### src/rtl/spi_cs_master.sv
module spi_cs_master #(
  parameter int DIV_W = 8,
  parameter int CNT_W = 4
) (
  input  logic             clk,
  input  logic             rst_n,
  input  logic [DIV_W-1:0] cfg_half,
  input  logic [1:0]       cfg_tcs,
  input  logic             cfg_turbo,
  input  logic [CNT_W-1:0] cfg_count,
  input  logic             start,
  input  logic [7:0]       tx_data,
  input  logic             tx_valid,
  output logic             tx_ready,
  output logic [7:0]       rx_data,
  output logic             rx_valid,
  input  logic             rx_ready,
  output logic             sclk,
  output logic             cs_n,
  output logic             mosi,
  input  logic             miso
);
  localparam int TW = DIV_W + 3;

  typedef enum logic [2:0] {S_IDLE, S_WAIT, S_LEAD, S_BITS, S_TRAIL} st_t;

  st_t            st;
  logic [TW-1:0]  tmr;
  logic [3:0]     edge_i;
  logic [CNT_W:0] left;
  logic [7:0]     sh, hold, last_tx;
  logic           hold_full, rbit;

  wire [TW-1:0] half_w   = TW'(cfg_half);
  wire [TW-1:0] side_len = TW'({cfg_tcs, 1'b1}) * half_w;
  wire          tmr_done = (tmr == '0);
  wire          rx_free  = !rx_valid || rx_ready;
  wire          can_go   = cfg_turbo || (hold_full && rx_free);
  wire          want     = (st == S_IDLE && start && cfg_count != '0) || (st == S_WAIT) ||
                           (st == S_TRAIL && tmr_done && left != (CNT_W+1)'(1));
  wire          launch   = want && can_go;
  wire          last_edge = (st == S_BITS) && tmr_done && (edge_i == 4'd15);
  wire [7:0]    next_word = hold_full ? hold : last_tx;

  assign tx_ready = !hold_full;
  assign cs_n     = (st == S_IDLE);
  assign mosi     = sh[7];

  always_ff @(posedge clk or negedge rst_n) begin
    if (!rst_n) begin
      st <= S_IDLE;
      tmr <= '0;
      edge_i <= '0;
      left <= '0;
      sh <= '0;
      hold <= '0;
      last_tx <= '0;
      hold_full <= 1'b0;
      rbit <= 1'b0;
      sclk <= 1'b0;
      rx_data <= '0;
      rx_valid <= 1'b0;
    end else begin
      if (tx_valid && tx_ready) begin
        hold <= tx_data;
        hold_full <= 1'b1;
      end
      if (launch && hold_full) hold_full <= 1'b0;

      if (rx_valid && rx_ready) rx_valid <= 1'b0;
      if (last_edge) begin
        rx_valid <= 1'b1;
        rx_data <= {sh[6:0], rbit};
      end

      case (st)
        S_IDLE: if (start && cfg_count != '0) begin
          left <= (CNT_W+1)'(cfg_count) + (CNT_W+1)'(cfg_turbo);
          st <= S_WAIT;
        end
        S_LEAD: if (tmr_done) begin
          sclk <= 1'b1;
          rbit <= miso;
          edge_i <= 4'd1;
          tmr <= half_w - TW'(1);
          st <= S_BITS;
        end else tmr <= tmr - TW'(1);
        S_BITS: if (tmr_done) begin
          tmr <= half_w - TW'(1);
          edge_i <= edge_i + 4'd1;
          if (edge_i[0]) begin
            sclk <= 1'b0;
            if (edge_i == 4'd15) begin
              st <= S_TRAIL;
              tmr <= side_len - TW'(1);
            end else sh <= {sh[6:0], rbit};
          end else begin
            sclk <= 1'b1;
            rbit <= miso;
          end
        end else tmr <= tmr - TW'(1);
        S_TRAIL: if (tmr_done) begin
          left <= left - (CNT_W+1)'(1);
          st <= (left == (CNT_W+1)'(1)) ? S_IDLE : S_WAIT;
        end else tmr <= tmr - TW'(1);
        default: ;
      endcase

      if (launch) begin
        st <= S_LEAD;
        tmr <= side_len - TW'(1);
        sh <= next_word;
        last_tx <= next_word;
      end
    end
  end
endmodule

### config.mk
export PLATFORM = sky130hd
export DESIGN_NAME = spi_cs_master
export DESIGN_NICKNAME = d
export VERILOG_FILES = /design/src/rtl/spi_cs_master.sv
export SDC_FILE = /design/constraint.sdc
export NUM_CORES = 1
export LEC_CHECK = 0
export ABC_CLOCK_PERIOD_IN_PS = 3600
export BUFFER_PORTS_ARGS = -buffer_cell sky130_fd_sc_hd__buf_2
export CAP_MARGIN = 15
export CORE_MARGIN = 3
export CORE_UTILIZATION = 35
export DETAILED_ROUTE_END_ITERATION = 8
export PLACE_DENSITY = 0.63
export SETUP_SLACK_MARGIN = 0.05
export SKIP_LAST_GASP = 1
export SYNTH_ARGS = -nofsm -noshare
export SYNTH_HDL_FRONTEND = slang
export SYNTH_SLANG_ARGS = --single-unit
### constraint.sdc
create_clock -name clk -period 3.6 [get_ports clk]
set_input_delay 0 -clock clk [delete_from_list [all_inputs] [get_ports clk]]
set_output_delay 0 -clock clk [all_outputs]
set_load 0.03 [all_outputs]
### Word level (Yosys, flattened, before mapping)

Index checks and enable logic that the tools add are counted.

* bits in registers: 59
* word-level logic and storage cells: 115

* add/subtract/negate cells: 6
* multipliers: 1
* equal/unequal tests: 20
* muxes and demuxes: 40
* reductions and logical operators: 36

Operators with widths (count)
* 2-to-1 mux 11 bit: 6
* 2-to-1 mux 8 bit: 6
* one-hot mux 11 bit (3 select lines): 1
* subtractor 11 x 1 -> 11 bit (second input constant): 2
* 2-to-1 mux 3 bit: 7
* != test 3 bit (second input constant): 5
* nonzero test 2 bit: 7
* logical AND 1 bit: 12
* one-hot mux 3 bit (4 select lines): 1
* logical NOT 11 bit: 1
* multiplier 3 x 8 -> 11 bit: 1
* 2-to-1 mux 1 bit: 11
* 2-to-1 mux 5 bit: 2
* != test 2 bit (second input constant): 5
* one-hot mux 5 bit (2 select lines): 1
* subtractor 8 x 1 -> 9 bit (second input constant): 1
* 2-to-1 mux 4 bit: 2
* one-hot mux 4 bit (2 select lines): 1
* AND reduction 4 bit: 2
* nonzero test 4 bit: 2
* AND reduction 7 bit: 1
* equality test 3 x 2 -> 1 bit (second input constant): 2
* AND reduction 3 bit: 2
* adder 4 x 1 -> 5 bit: 1
* 16 further kinds: 21

### Depth between registers and ports, before layout

Gate-level depths: netlist of run 1.

* word-level depth: 8
* gate-level depth with buffers: 12
* gate-level depth less buffers: 11

### Worst setup path before layout of run 1

Ideal clock, no wire load.

* path type: input to register
* start: input cfg_tcs[1]
* end: register tmr[2]
* library setup time: 0.082 ns
* arrival time: 2.466 ns
* data required time: 3.518 ns
* setup slack: 1.052 ns
* cell stages on the path: 11
* path through: clkbuf_1 -> nand2_1 -> ha_1 -> inv_1 -> fa_1 -> inv_1 -> fa_1 -> or4_1 -> a21oi_1 -> nor4_1 -> o22ai_1

* cells in the longest elaborated chain, start to end: 7

RTL lines
* from (decl): RTL line 8 `input logic [1:0] cfg_tcs,`
* multiplier 3 x 8 -> 11 bit *: RTL line 35 `wire [TW-1:0] side_len = TW'({cfg_tcs, 1'b1}) * half_w;`
* subtractor 11 x 1 -> 11 bit *: RTL line 95, 111
* 2-to-1 mux 11 bit: RTL line 93 `if (edge_i == 4'd15) begin`
* 2-to-1 mux 11 bit: RTL line 91 `if (edge_i[0]) begin`
* 2-to-1 mux 11 bit: RTL line 88 `S_BITS: if (tmr_done) begin`
* one-hot mux 11 bit (3 select lines): RTL line 76 `case (st)`
* 2-to-1 mux 11 bit *: RTL line 109 `if (launch) begin`
* to (signal assigned): RTL line 87 `end else tmr <= tmr - TW'(1);`
* to (signal assigned): RTL line 89 `tmr <= half_w - TW'(1);`
* to (signal assigned): RTL line 111 `tmr <= side_len - TW'(1);`
* to (decl): RTL line 28 `logic [TW-1:0] tmr;`

Every way passes the cells marked *; elsewhere a longest branch is shown, timed or not.
A chain may end at the register's enable or synchronous reset.

### Final worst setup path of run 1

* start: register tmr[4]
* end: register tmr[7]

* cells in the longest elaborated chain, start to end: 7
* elaborated cells between the ends (all ways): 14
* those cells by class: add/sub: 1; eq/ne: 1; mux: 5; reduce/logical: 7

RTL lines
* from (signal assigned): RTL line 85 `tmr <= half_w - TW'(1);`
* from (signal assigned): RTL line 87
* from (signal assigned): RTL line 89
* parallel branches: the longest is 7 deep, another holds subtractor 11 x 1 -> 11 bit

Parallel ways; which one is timed is not known. The select of a mux whose other input is x is not followed.

==> metrics.txt, run 1 <==
status=complete, no violations; final WL=~10 mm; Synth Cell Area=4257 µm²; top cell type's share of synthesized area=roughly a third; clk slew on worst S/H paths=0.06 ns; fin area=between 5000 and 6000 µm²; Setup Skew=approximately 0.0086 ns; Pre-Repair DR Iteration Count=4; Area contributors post-synth=dfrtp_1, ha_1, mux2_2, mux2i_1, fa_1; crit path max fanout=13; max-cap viol count=0; Worst R2R Setup Slack=around 0.83 ns; mux share of post-synthesis cell area=roughly an eighth; critical path capture point type=register; Yosys Warn Count=0; Synth Net Count=around 500; register share of total power=approximately 35%; final hold vios=0; CP max-delay cell=nor4_4; Post-CTS Setup Inserts=0; Clock Power Share=between 20% and 30%; clock tree buffer depth=2; xor/xnor share of the synthesized area=under 10%; Iter 0 DRT Violations=275; Pwr Total=roughly 3.4 mW; worst slew pin tran=roughly 0.78 ns; WP buf/inv=0; total track usage=roughly 16%; IO buf count=between 40 and 50; grt total ovfl=0; Synth Area in Compound Gates=between 10% and 20%; Critical R2R Launch=tmr[4]; Int Pwr=about 2.1 mW; Top Ports=42; first-pass GRT wire length=around 18 mm; worst skew pair latency=0.33 ns; top cell family by delay on the critical path=compound AO/OA/AOI/OAI gates; final estimated routing congestion in global placement=0.9673; max incr delay on CP=roughly 0.61 ns; via count=around 3500; data arrival time of the critical path=a little under 3 ns; clock sink total=just under 60; RSZ-0062 raised after global routing=no; Post-Layout Cell Count=around 640; Post-synth EDFFs=0; maximum vdd drop=0.2563 mV; sequential share of the synthesized area=34.10%; WHS Path Cells=4; # setup viols final=0; simple-gate share of the synthesized area=between 10% and 20%; CTS HTree Levels=3; Startpoint Class=register; CTS tree=yes; P_sw=1.267 mW; CTS Buf Count=9; leading area contributor after synthesis=dfrtp_1; WP data required=approximately 3.8 ns; hpwl dp=slightly below 8 mm; largest net degree at the start of global routing=32; drt wl/cell=~16 µm; Tmin final=around 2.8 ns; static leakage=around 2.3 nW; main combinational cell family by area after synthesis=simple AND/OR/NAND/NOR gates; Hold Path Sink=left[0]; Net count, final=550; chip width=around 120 µm; worst r2r dst=tmr[7]; Placed Area=4579 µm²; core area=around 12000 µm²; Gate Count Post-Synth=roughly 440; worst min path class=input port to register; initial antenna violation count=0; Yosys reg bits=slightly below 60; dpl cells=609; combinational share of power=between 30 and 40%; HP Start=cfg_count[0]; Distinct cells, synth=70; Commonest cells post-synth=dfrtp_1, nand2_1, inv_1; DRC Markers=0; Fmax=roughly 360 MHz; period utilization=77.08%; row cnt=39; share of layout cells above drive strength 1=around 22%; PwrDens=approximately 670 nW/µm²; Layout area overhead=17.84%; Final Slew Violations=0; Worst Reg-to-Reg Cells=5; Net Sw Frac=a little under two fifths; ys async rst share=100.0%; count leader, synth=dfrtp_1; worst path cell trace=nor4_4, nand3_2, a21o_1, a2111oi_0, a211oi_1; Crit Path Category=register to register; Initial Util=between 30% and 40%; post-synthesis adder-cell area fraction=10.93%; Detail Route Antenna Nets=0; Slew HR=47.46%; routed vias/inst=between 5 and 6; Synth Flop Type=dfrtp_1; Die Area=approximately 14000 µm²; Mean Syn Cell Area=just under 10 µm²; Final TNS setup=0 ns; vias in the first global route=~3500; die height=116.3 µm; diode count=0; root buf cell=clkbuf_16
how the worst max path moves through the flow:
stage,startpoint,endpoint,cells past startpoint
floorplan,cfg_tcs[1],tmr[2],11
global placement,cfg_half[0],tmr[2],11
detailed placement,tmr[4],tmr[7],5
CTS,tmr[4],last_tx[2],6
global route,tmr[4],last_tx[2],6
finish,tmr[4],tmr[7],5
power groups by stage:
stage               sequential (mW)  combinational [mW]  clock (mW)
finish                         1.19                1.24       0.934
global route                   1.24                1.40       0.980
global placement               1.19                1.19           0
CTS                            1.19                1.24       0.949
detailed placement             1.20                1.22           0
floorplan                      1.09                1.01           0
per-stage QoR:
step                      hold WS, ns  setup slack [ns]  utilization, %
after global routing          0.09004            0.7755           43.01
after detailed placement      0.06264            0.9464           39.27
after floorplan               -0.2956             1.052               -
after CTS                     0.05245            0.9372           43.01
final                         0.05898            0.8252           43.01
after global placement        0.06718            0.9856           39.27
layout by cell type (no fill, tap or decap), types with 4 or more instances in the layout:
master / n
a211o_1: 4
a211oi_1: 4
a21o_1: 6
a21oi_1: 16
a22o_1: 4
buf_2: 41
buf_4: 6
clkbuf_16: 9
dfrtp_1: 58
dlygate4sd3_1: 11
fa_1: 7
ha_1: 26
inv_1: 34
mux2_2: 28
mux2i_1: 23
nand2_1: 35
nand2b_1: 4
nand3_1: 8
nand3b_1: 4
nand4_1: 5
nor2_1: 24
nor2b_1: 6
nor3_1: 11
nor4_1: 8
o211ai_1: 8
o21ai_0: 17
or3_1: 4
xnor2_1: 6
xor2_1: 7
cell type report:
cell class | instances | area (µm²)
fill | 1102 | 6646
multi-input combinational | 327 | 2571
sequential | 58 | 1451
timing repair buffer | 58 | 360.3
clock buffer | 9 | 225.2
tap | 143 | 178.9
inverter | 34 | 127.6
clock inverter | 7 | 101.3
kinds of logic after synthesis:
group                      after synthesis
adders and majority gates               33
xor gates and xnor gates                13
DFF                                     58
buffers and inverters                   52
muxes                                   51
and+or+nand+nor                        136
AOI/OAI and AO/OA                       94
what timing repair did:
item                      4_1_cts  5_1_grt
gates resized for setup         0        0
hold buffers                   11        0
hold endpoints to repair       37        0
routing by layer:
metal	GRT usage [%]	up-vias	routed length, µm
met1	22.48	1696	4852
met3	3.212	12	466
met2	26.01	88	4976
li1	-	1701	-
met5	0	-	0
met4	4.795	0	132
registers in the layout, indices dropped and copies added, names as in the netlist:
signal / count
tmr: 11
hold: 8
last_tx: 8
rx_data: 8
sh: 8
left: 5
edge_i: 4
st: 3
hold_full: 1
rbit: 1
rx_valid: 1
worst reg2reg max path: cells and delay by family, from the launching register on:
kind / cells / cell delay (ns)
AO/OA/AOI/OAI: 3 / 1.13
AND/OR/NAND/NOR: 2 / 1.01
flip-flops: 1 / 0.49
Power figures use the tool's default switching activity.
==> run 2, diff against run 1 <==
--- a/config.mk
+++ b/config.mk
@@ -5,13 +5,13 @@
 export SDC_FILE = /design/constraint.sdc
 export NUM_CORES = 1
 export LEC_CHECK = 0
-export ABC_CLOCK_PERIOD_IN_PS = 3600
+export ABC_CLOCK_PERIOD_IN_PS = 2500
 export BUFFER_PORTS_ARGS = -buffer_cell sky130_fd_sc_hd__buf_2
 export CAP_MARGIN = 15
 export CORE_MARGIN = 3
 export CORE_UTILIZATION = 35
 export DETAILED_ROUTE_END_ITERATION = 8
-export PLACE_DENSITY = 0.63
+export PLACE_DENSITY = 0.65
 export SETUP_SLACK_MARGIN = 0.05
 export SKIP_LAST_GASP = 1
 export SYNTH_ARGS = -nofsm -noshare
==> constraint.sdc (replaced) <==
create_clock -name clk -period 2.5 [get_ports clk]
set_input_delay 0 -clock clk [delete_from_list [all_inputs] [get_ports clk]]
set_output_delay 0 -clock clk [all_outputs]
set_load 0.03 [all_outputs]
==> run 2 against run 1 <==
  * Utilization grew 2.0 points
  * Die area is the same
  * Largest power group unchanged
  * Largest cell class unchanged
  * Clock power grew 42%
  * Via count grew 3.5%
  * Critical endpoint is now sh[4]
  * Clock-buffer cell count is the same
  * First-iteration DRC count shrank 4.7%
==> metrics.txt, run 2 (synthesized netlist as in run 1, its figures left out) <==
critical path capture point type=register; Pre-Repair DR Iteration Count=5 (+1); clock sink total=58 (unchanged); final estimated routing congestion in global placement=0.8561 (-11%); vias in the first global route=3604 (+2.5%); Slew HR=46.55% (-0.91 points); CTS Buf Count=9 (unchanged); PwrDens=938.7 nW/µm² (+40%); static leakage=2.399 nW (+6.1%); diode count=0 (unchanged); Setup Skew=0.006805 ns (-0.001836 ns); final hold vios=0 (unchanged); die height=116.3 µm (unchanged); RSZ-0062 raised after global routing=no; data arrival time of the critical path=2.49 ns (-0.47 ns); hpwl dp=7.817 mm (-0.56%); CTS tree=yes; Final TNS setup=0 ns (unchanged); Tmin final=2.289 ns (-0.4856 ns); largest net degree at the start of global routing=23 (-28%); via count=3621 (+3.5%); Layout area overhead=23.28%; Initial Util=36.50% (unchanged); Top Ports=42 (unchanged); Final Slew Violations=0 (unchanged); Detail Route Antenna Nets=0 (unchanged); max incr delay on CP=0.45 ns (-0.16 ns); clock tree buffer depth=2 (unchanged); Die Area=13520 µm² (unchanged); worst min path class=input port to register; Fillers=1078 (-2.2%); Crit Path Category=register to register; max reg flops=11 (unchanged); clk slew on worst S/H paths=0.06 ns (about the same); CTS HTree Levels=3 (unchanged); IO buf count=41 (unchanged); worst skew pair latency=0.33 ns (about the same); Pwr Total=4.926 mW (+46%); chip width=116.3 µm (unchanged); maximum vdd drop=0.4344 mV (+70%); share of layout cells above drive strength 1=26.35% (+4.2 points); total track usage=15.63% (-0.67 points); final core utilization=45.00% (+2.0 points); WP data required=2.70 ns (-1.08 ns); most common cell after layout, fill and taps aside=dfrtp_1; root buf cell=clkbuf_16; Net count, final=577 (+4.9%); # setup viols final=0 (unchanged); DRC Markers=0 (unchanged); final WL=10.29 mm (-1.4%); drt wl/cell=15.52 µm (-5.4%); most frequent cells in the layout=dfrtp_1, buf_2, nand2_1; CP max-delay cell=dfrtp_1; worst path cell trace=inv_1, ha_1, nor3b_2, buf_4, nand4_1, nor3_4, buf_12, nor3_1, a221o_1; routed vias/inst=5.462 (-0.67%); Fmax=436.8 MHz (+21%); first-pass GRT wire length=17.23 mm (-1.7%); Post-Layout Cell Count=663 (+4.2%); initial antenna violation count=0 (unchanged); row cnt=39 (unchanged); period utilization=91.57% (+14 points); Reg with most FFs=tmr; grt total ovfl=0 (unchanged); status=complete, no violations; worst slew pin tran=0.7944 ns (+0.01231 ns); crit path max fanout=8 (-5); max-cap viol count=0 (unchanged); Startpoint Class=register; Iter 0 DRT Violations=262 (-4.7%); dpl cells=633 (+3.9%); core area=11660 µm² (unchanged)
==> run 2: critical path, delay by kind of cell, from the launching register on <==
family          cells  cell delay (ns)
compound gates      1             0.30
fa+ha+maj           1             0.20
buf+inv             3             0.43
flops               1             0.45
simple gates        4             0.79
==> run 2: worst paths after layout <==
path                               from         end  depth (start not counted)  slack, ns
min in group asynchronous         rst_n        rbit                          2       0.17
max                              tmr[0]       sh[4]                          9       0.21
max in group asynchronous         rst_n      tmr[7]                          3       1.65
max reg2reg                      tmr[0]       sh[4]                          9       0.21
min reg2reg                  rx_data[7]  rx_data[7]                          1       0.50
min                        cfg_count[0]     left[0]                          4       0.04
==> run 2: per-layer routing <==
layer  vias up  track usage [%]  share of wire, %
met1      1761            20.54                46
met2        82            25.90                49
li1       1763                -                 -
met4         0            5.414               1.4
met3        15            2.850               3.9
met5         -                0                 0
==> run 2: area by class of cell <==
type | instances | area, µm² | share of cell area, %
inverters | 34 | 127.6 | 2.432
flip-flops and latches | 58 | 1451 | 27.66
well taps | 143 | 178.9 | 3.410
repair buffers | 85 | 575.6 | 10.97
clock inverters | 7 | 101.3 | 1.931
multi-input cells | 327 | 2587 | 49.31
clock buffers | 9 | 225.2 | 4.292
==> run 2: power breakdown <==
part / leakage (nW) / switching [mW] / internal, mW
Clock: 0.152 / 0.452 / 0.878
Combinational: 1.53 / 0.974 / 0.944
Sequential: 0.721 / 0.381 / 1.30
Total: 2.40 / 1.81 / 3.12
==> run 2: repair_timing <==
action                                 4_1_cts  5_1_grt
gates resized for setup                      0        3
buffers inserted                             0        3
endpoints found under the hold margin       29        0
setup endpoints to repair                    0       14
hold buffers                                11        0
==> run 2: per-stage QoR <==
stage	instance area (µm²)	setup WS, ns	hold WS [ns]
6_report	5248	0.2108	0.04132
2_1_floorplan	4277	0.07936	-0.2956
4_1_cts	5196	0.1188	0.04570
3_5_place_dp	4760	-0.1012	-0.009030
3_3_place_gp	4760	-0.001071	-0.01713
5_1_grt	5248	0.06229	0.07696
==> run 3, diff against run 2 <==
--- a/config.mk
+++ b/config.mk
@@ -12,6 +12,7 @@
 export CORE_UTILIZATION = 35
 export DETAILED_ROUTE_END_ITERATION = 8
 export PLACE_DENSITY = 0.65
+export RECOVER_POWER = 25
 export SETUP_SLACK_MARGIN = 0.05
 export SKIP_LAST_GASP = 1
 export SYNTH_ARGS = -nofsm -noshare
==> run 3 against run 2 <==
  * Clock-buffer cell count stayed put
  * Combinational power is essentially flat
  * Flip-flop and latch count stayed put
  * Fmax about the same
  * Non-clock buffer count unchanged
  * First-iteration DRC count fell by 2.7%
  * Clock skew about the same
  * Register-to-register slack about the same
  * Hold slack about the same
  * Critical path type unchanged
==> metrics.txt, run 3 (synthesized netlist as in run 1, its figures left out) <==
static leakage=2.352 nW (-1.9%); Worst Reg-to-Reg Cells=9 (unchanged); final core utilization=44.86% (-0.14 points); core area=11660 µm² (unchanged); Iter 0 DRT Violations=255 (-2.7%); Setup crit end=sh[4]; Crit Path Category=register to register; Pre-Repair DR Iteration Count=4 (-1); Final WS setup=0.2086 ns (-0.002207 ns); # setup viols final=0 (unchanged); Initial Util=36.50% (unchanged); Worst R2R Setup Slack=0.21 ns (about the same); maximum vdd drop=0.4347 mV (about the same); largest net degree at the start of global routing=23 (unchanged); Clock Power Share=27.0% (about the same); Final Slew Violations=0 (unchanged); worst setup path start=tmr[0]; share of layout cells above drive strength 1=24.23% (-2.1 points); first-pass GRT wire length=17.23 mm (unchanged); final estimated routing congestion in global placement=0.8561 (unchanged); Die Area=13520 µm² (unchanged); clock sink total=58 (unchanged); worst r2r dst=sh[4]; Detail Route Antenna Nets=0 (unchanged); Top Ports=42 (unchanged); drt wl/cell=15.43 µm (-0.54%); max reg flops=11 (unchanged); Net count, final=577 (unchanged); Slew HR=21.12% (-25 points); Hold WS=0.04109 ns (-0.0002298 ns); max-cap viol count=0 (unchanged); Place WS=-0.1012 ns (unchanged); initial antenna violation count=0 (unchanged); Post-Layout Cell Count=663 (unchanged); DRC Markers=0 (unchanged); most frequent cells in the layout=dfrtp_1, nand2_1, inv_1; critical path capture point type=register; HP Start=cfg_count[0]; Startpoint Class=register; period utilization=91.66% (about the same); chip width=116.3 µm (unchanged); CTS HTree Levels=3 (unchanged); Setup Skew=0.006725 ns (-0.00008046 ns); PwrDens=940.4 nW/µm² (+0.18%); Tmin final=2.291 ns (+0.002207 ns); root buf cell=clkbuf_16; P_sw=1.802 mW (-0.30%); total track usage=15.63% (unchanged); Critical R2R Launch=tmr[0]; data arrival time of the critical path=2.49 ns (about the same); clock tree buffer depth=2 (unchanged); grt total ovfl=0 (unchanged); final WL=10.23 mm (-0.54%); register share of total power=34.1% (about the same); worst min path class=input port to register; Fillers=1087 (+0.83%); status=complete, no violations; max incr delay on CP=0.46 ns (about the same); worst skew pair latency=0.33 ns (about the same); via count=3612 (-0.25%); RSZ-0062 raised after global routing=no; most common cell after layout, fill and taps aside=dfrtp_1; row cnt=39 (unchanged); Final TNS setup=0 ns (unchanged); clk slew on worst S/H paths=0.06 ns (about the same); Reg with most FFs=tmr; WHS Path Cells=4 (unchanged); Layout area overhead=22.90%; final hold vios=0 (unchanged); Int Pwr=3.118 mW (about the same); crit path max fanout=8 (unchanged); WP data required=2.70 ns (about the same); die height=116.3 µm (unchanged); CP max-delay cell=dfrtp_1; routed vias/inst=5.448 (-0.25%); IO buf count=41 (unchanged); Fmax=436.4 MHz (about the same); combinational share of power=38.9% (about the same); worst slew pin tran=1.183 ns (+0.3887 ns); CTS Buf Count=9 (unchanged); diode count=0 (unchanged); vias in the first global route=3604 (unchanged); CTS tree=yes; hpwl dp=7.817 mm (unchanged); worst path cell trace=inv_1, ha_1, nor3b_2, buf_4, nand4_1, nor3_4, buf_12, nor3_1, a221o_1; Net Sw Frac=36.63% (-0.064 points); dpl cells=633 (unchanged)
==> run 3: changes by cell type in the layout (fill, tap and decap cells not counted) <==
cell / previous run / this run
clkbuf_1: 0 / 11
buf_2: 41 / 31
buf_4: 32 / 31
==> run 3: timing repair <==
item,in CTS,in global routing
hold endpoints to repair,29,0
gates resized for setup,0,3
setup endpoints to repair,0,14
hold buffers,11,0
buffers inserted,0,3
==> run 3: cell type report <==
| type | count | area [µm²] | area share (%) |
|---|---|---|---|
| tap | 143 | 178.9 | 3.420 |
| sequential | 58 | 1451 | 27.74 |
| timing repair buffer | 85 | 559.3 | 10.69 |
| multi-input combinational | 327 | 2587 | 49.46 |
| inverter | 34 | 127.6 | 2.440 |
| clock buffer | 9 | 225.2 | 4.305 |
| clock inverter | 7 | 101.3 | 1.937 |
==> run 3: worst min-delay path by stage <==
stage | end | slack [ns]
final | left[0] | 0.04
after global routing | left[0] | 0.08
after CTS | left[0] | 0.05
after detailed placement | rx_data[1] | -0.009
after global placement | rx_data[0] | -0.02
after floorplan | edge_i[0] | -0.30
==> run 3: power by group through the flow <==
stage | clock, mW | combinational, mW | sequential [mW]
after floorplan | 0 | 1.46 | 1.57
after global placement | 0 | 1.84 | 1.66
after detailed placement | 0 | 1.88 | 1.68
after CTS | 1.35 | 1.91 | 1.67
after global routing | 1.40 | 2.14 | 1.74
final | 1.33 | 1.91 | 1.68
==> run 3: routing by layer <==
layer  vias up  track usage [%]  part of all wire, %
met5         -                0                    0
met4         0            5.414                  1.7
met3        16            2.850                  4.0
met2        73            25.90                   49
met1      1762            20.54                   45
li1       1761                -                    -
==> run 3: worst max-delay path, delay by kind of cell, from the launching register on <==
| kind | cells | cell delay, ns |
|---|---|---|
| simple gates | 4 | 0.79 |
| compound gates | 1 | 0.30 |
| flops | 1 | 0.46 |
| fa+ha+maj | 1 | 0.19 |
| buf+inv | 3 | 0.43 |
==> run 3: per-stage QoR <==
stage          power [mW]  area [µm²]
2_1_floorplan       3.032        4277
3_3_place_gp        3.506        4760
3_5_place_dp        3.562        4760
4_1_cts             4.929        5196
5_1_grt             5.276        5231
6_report            4.920        5231
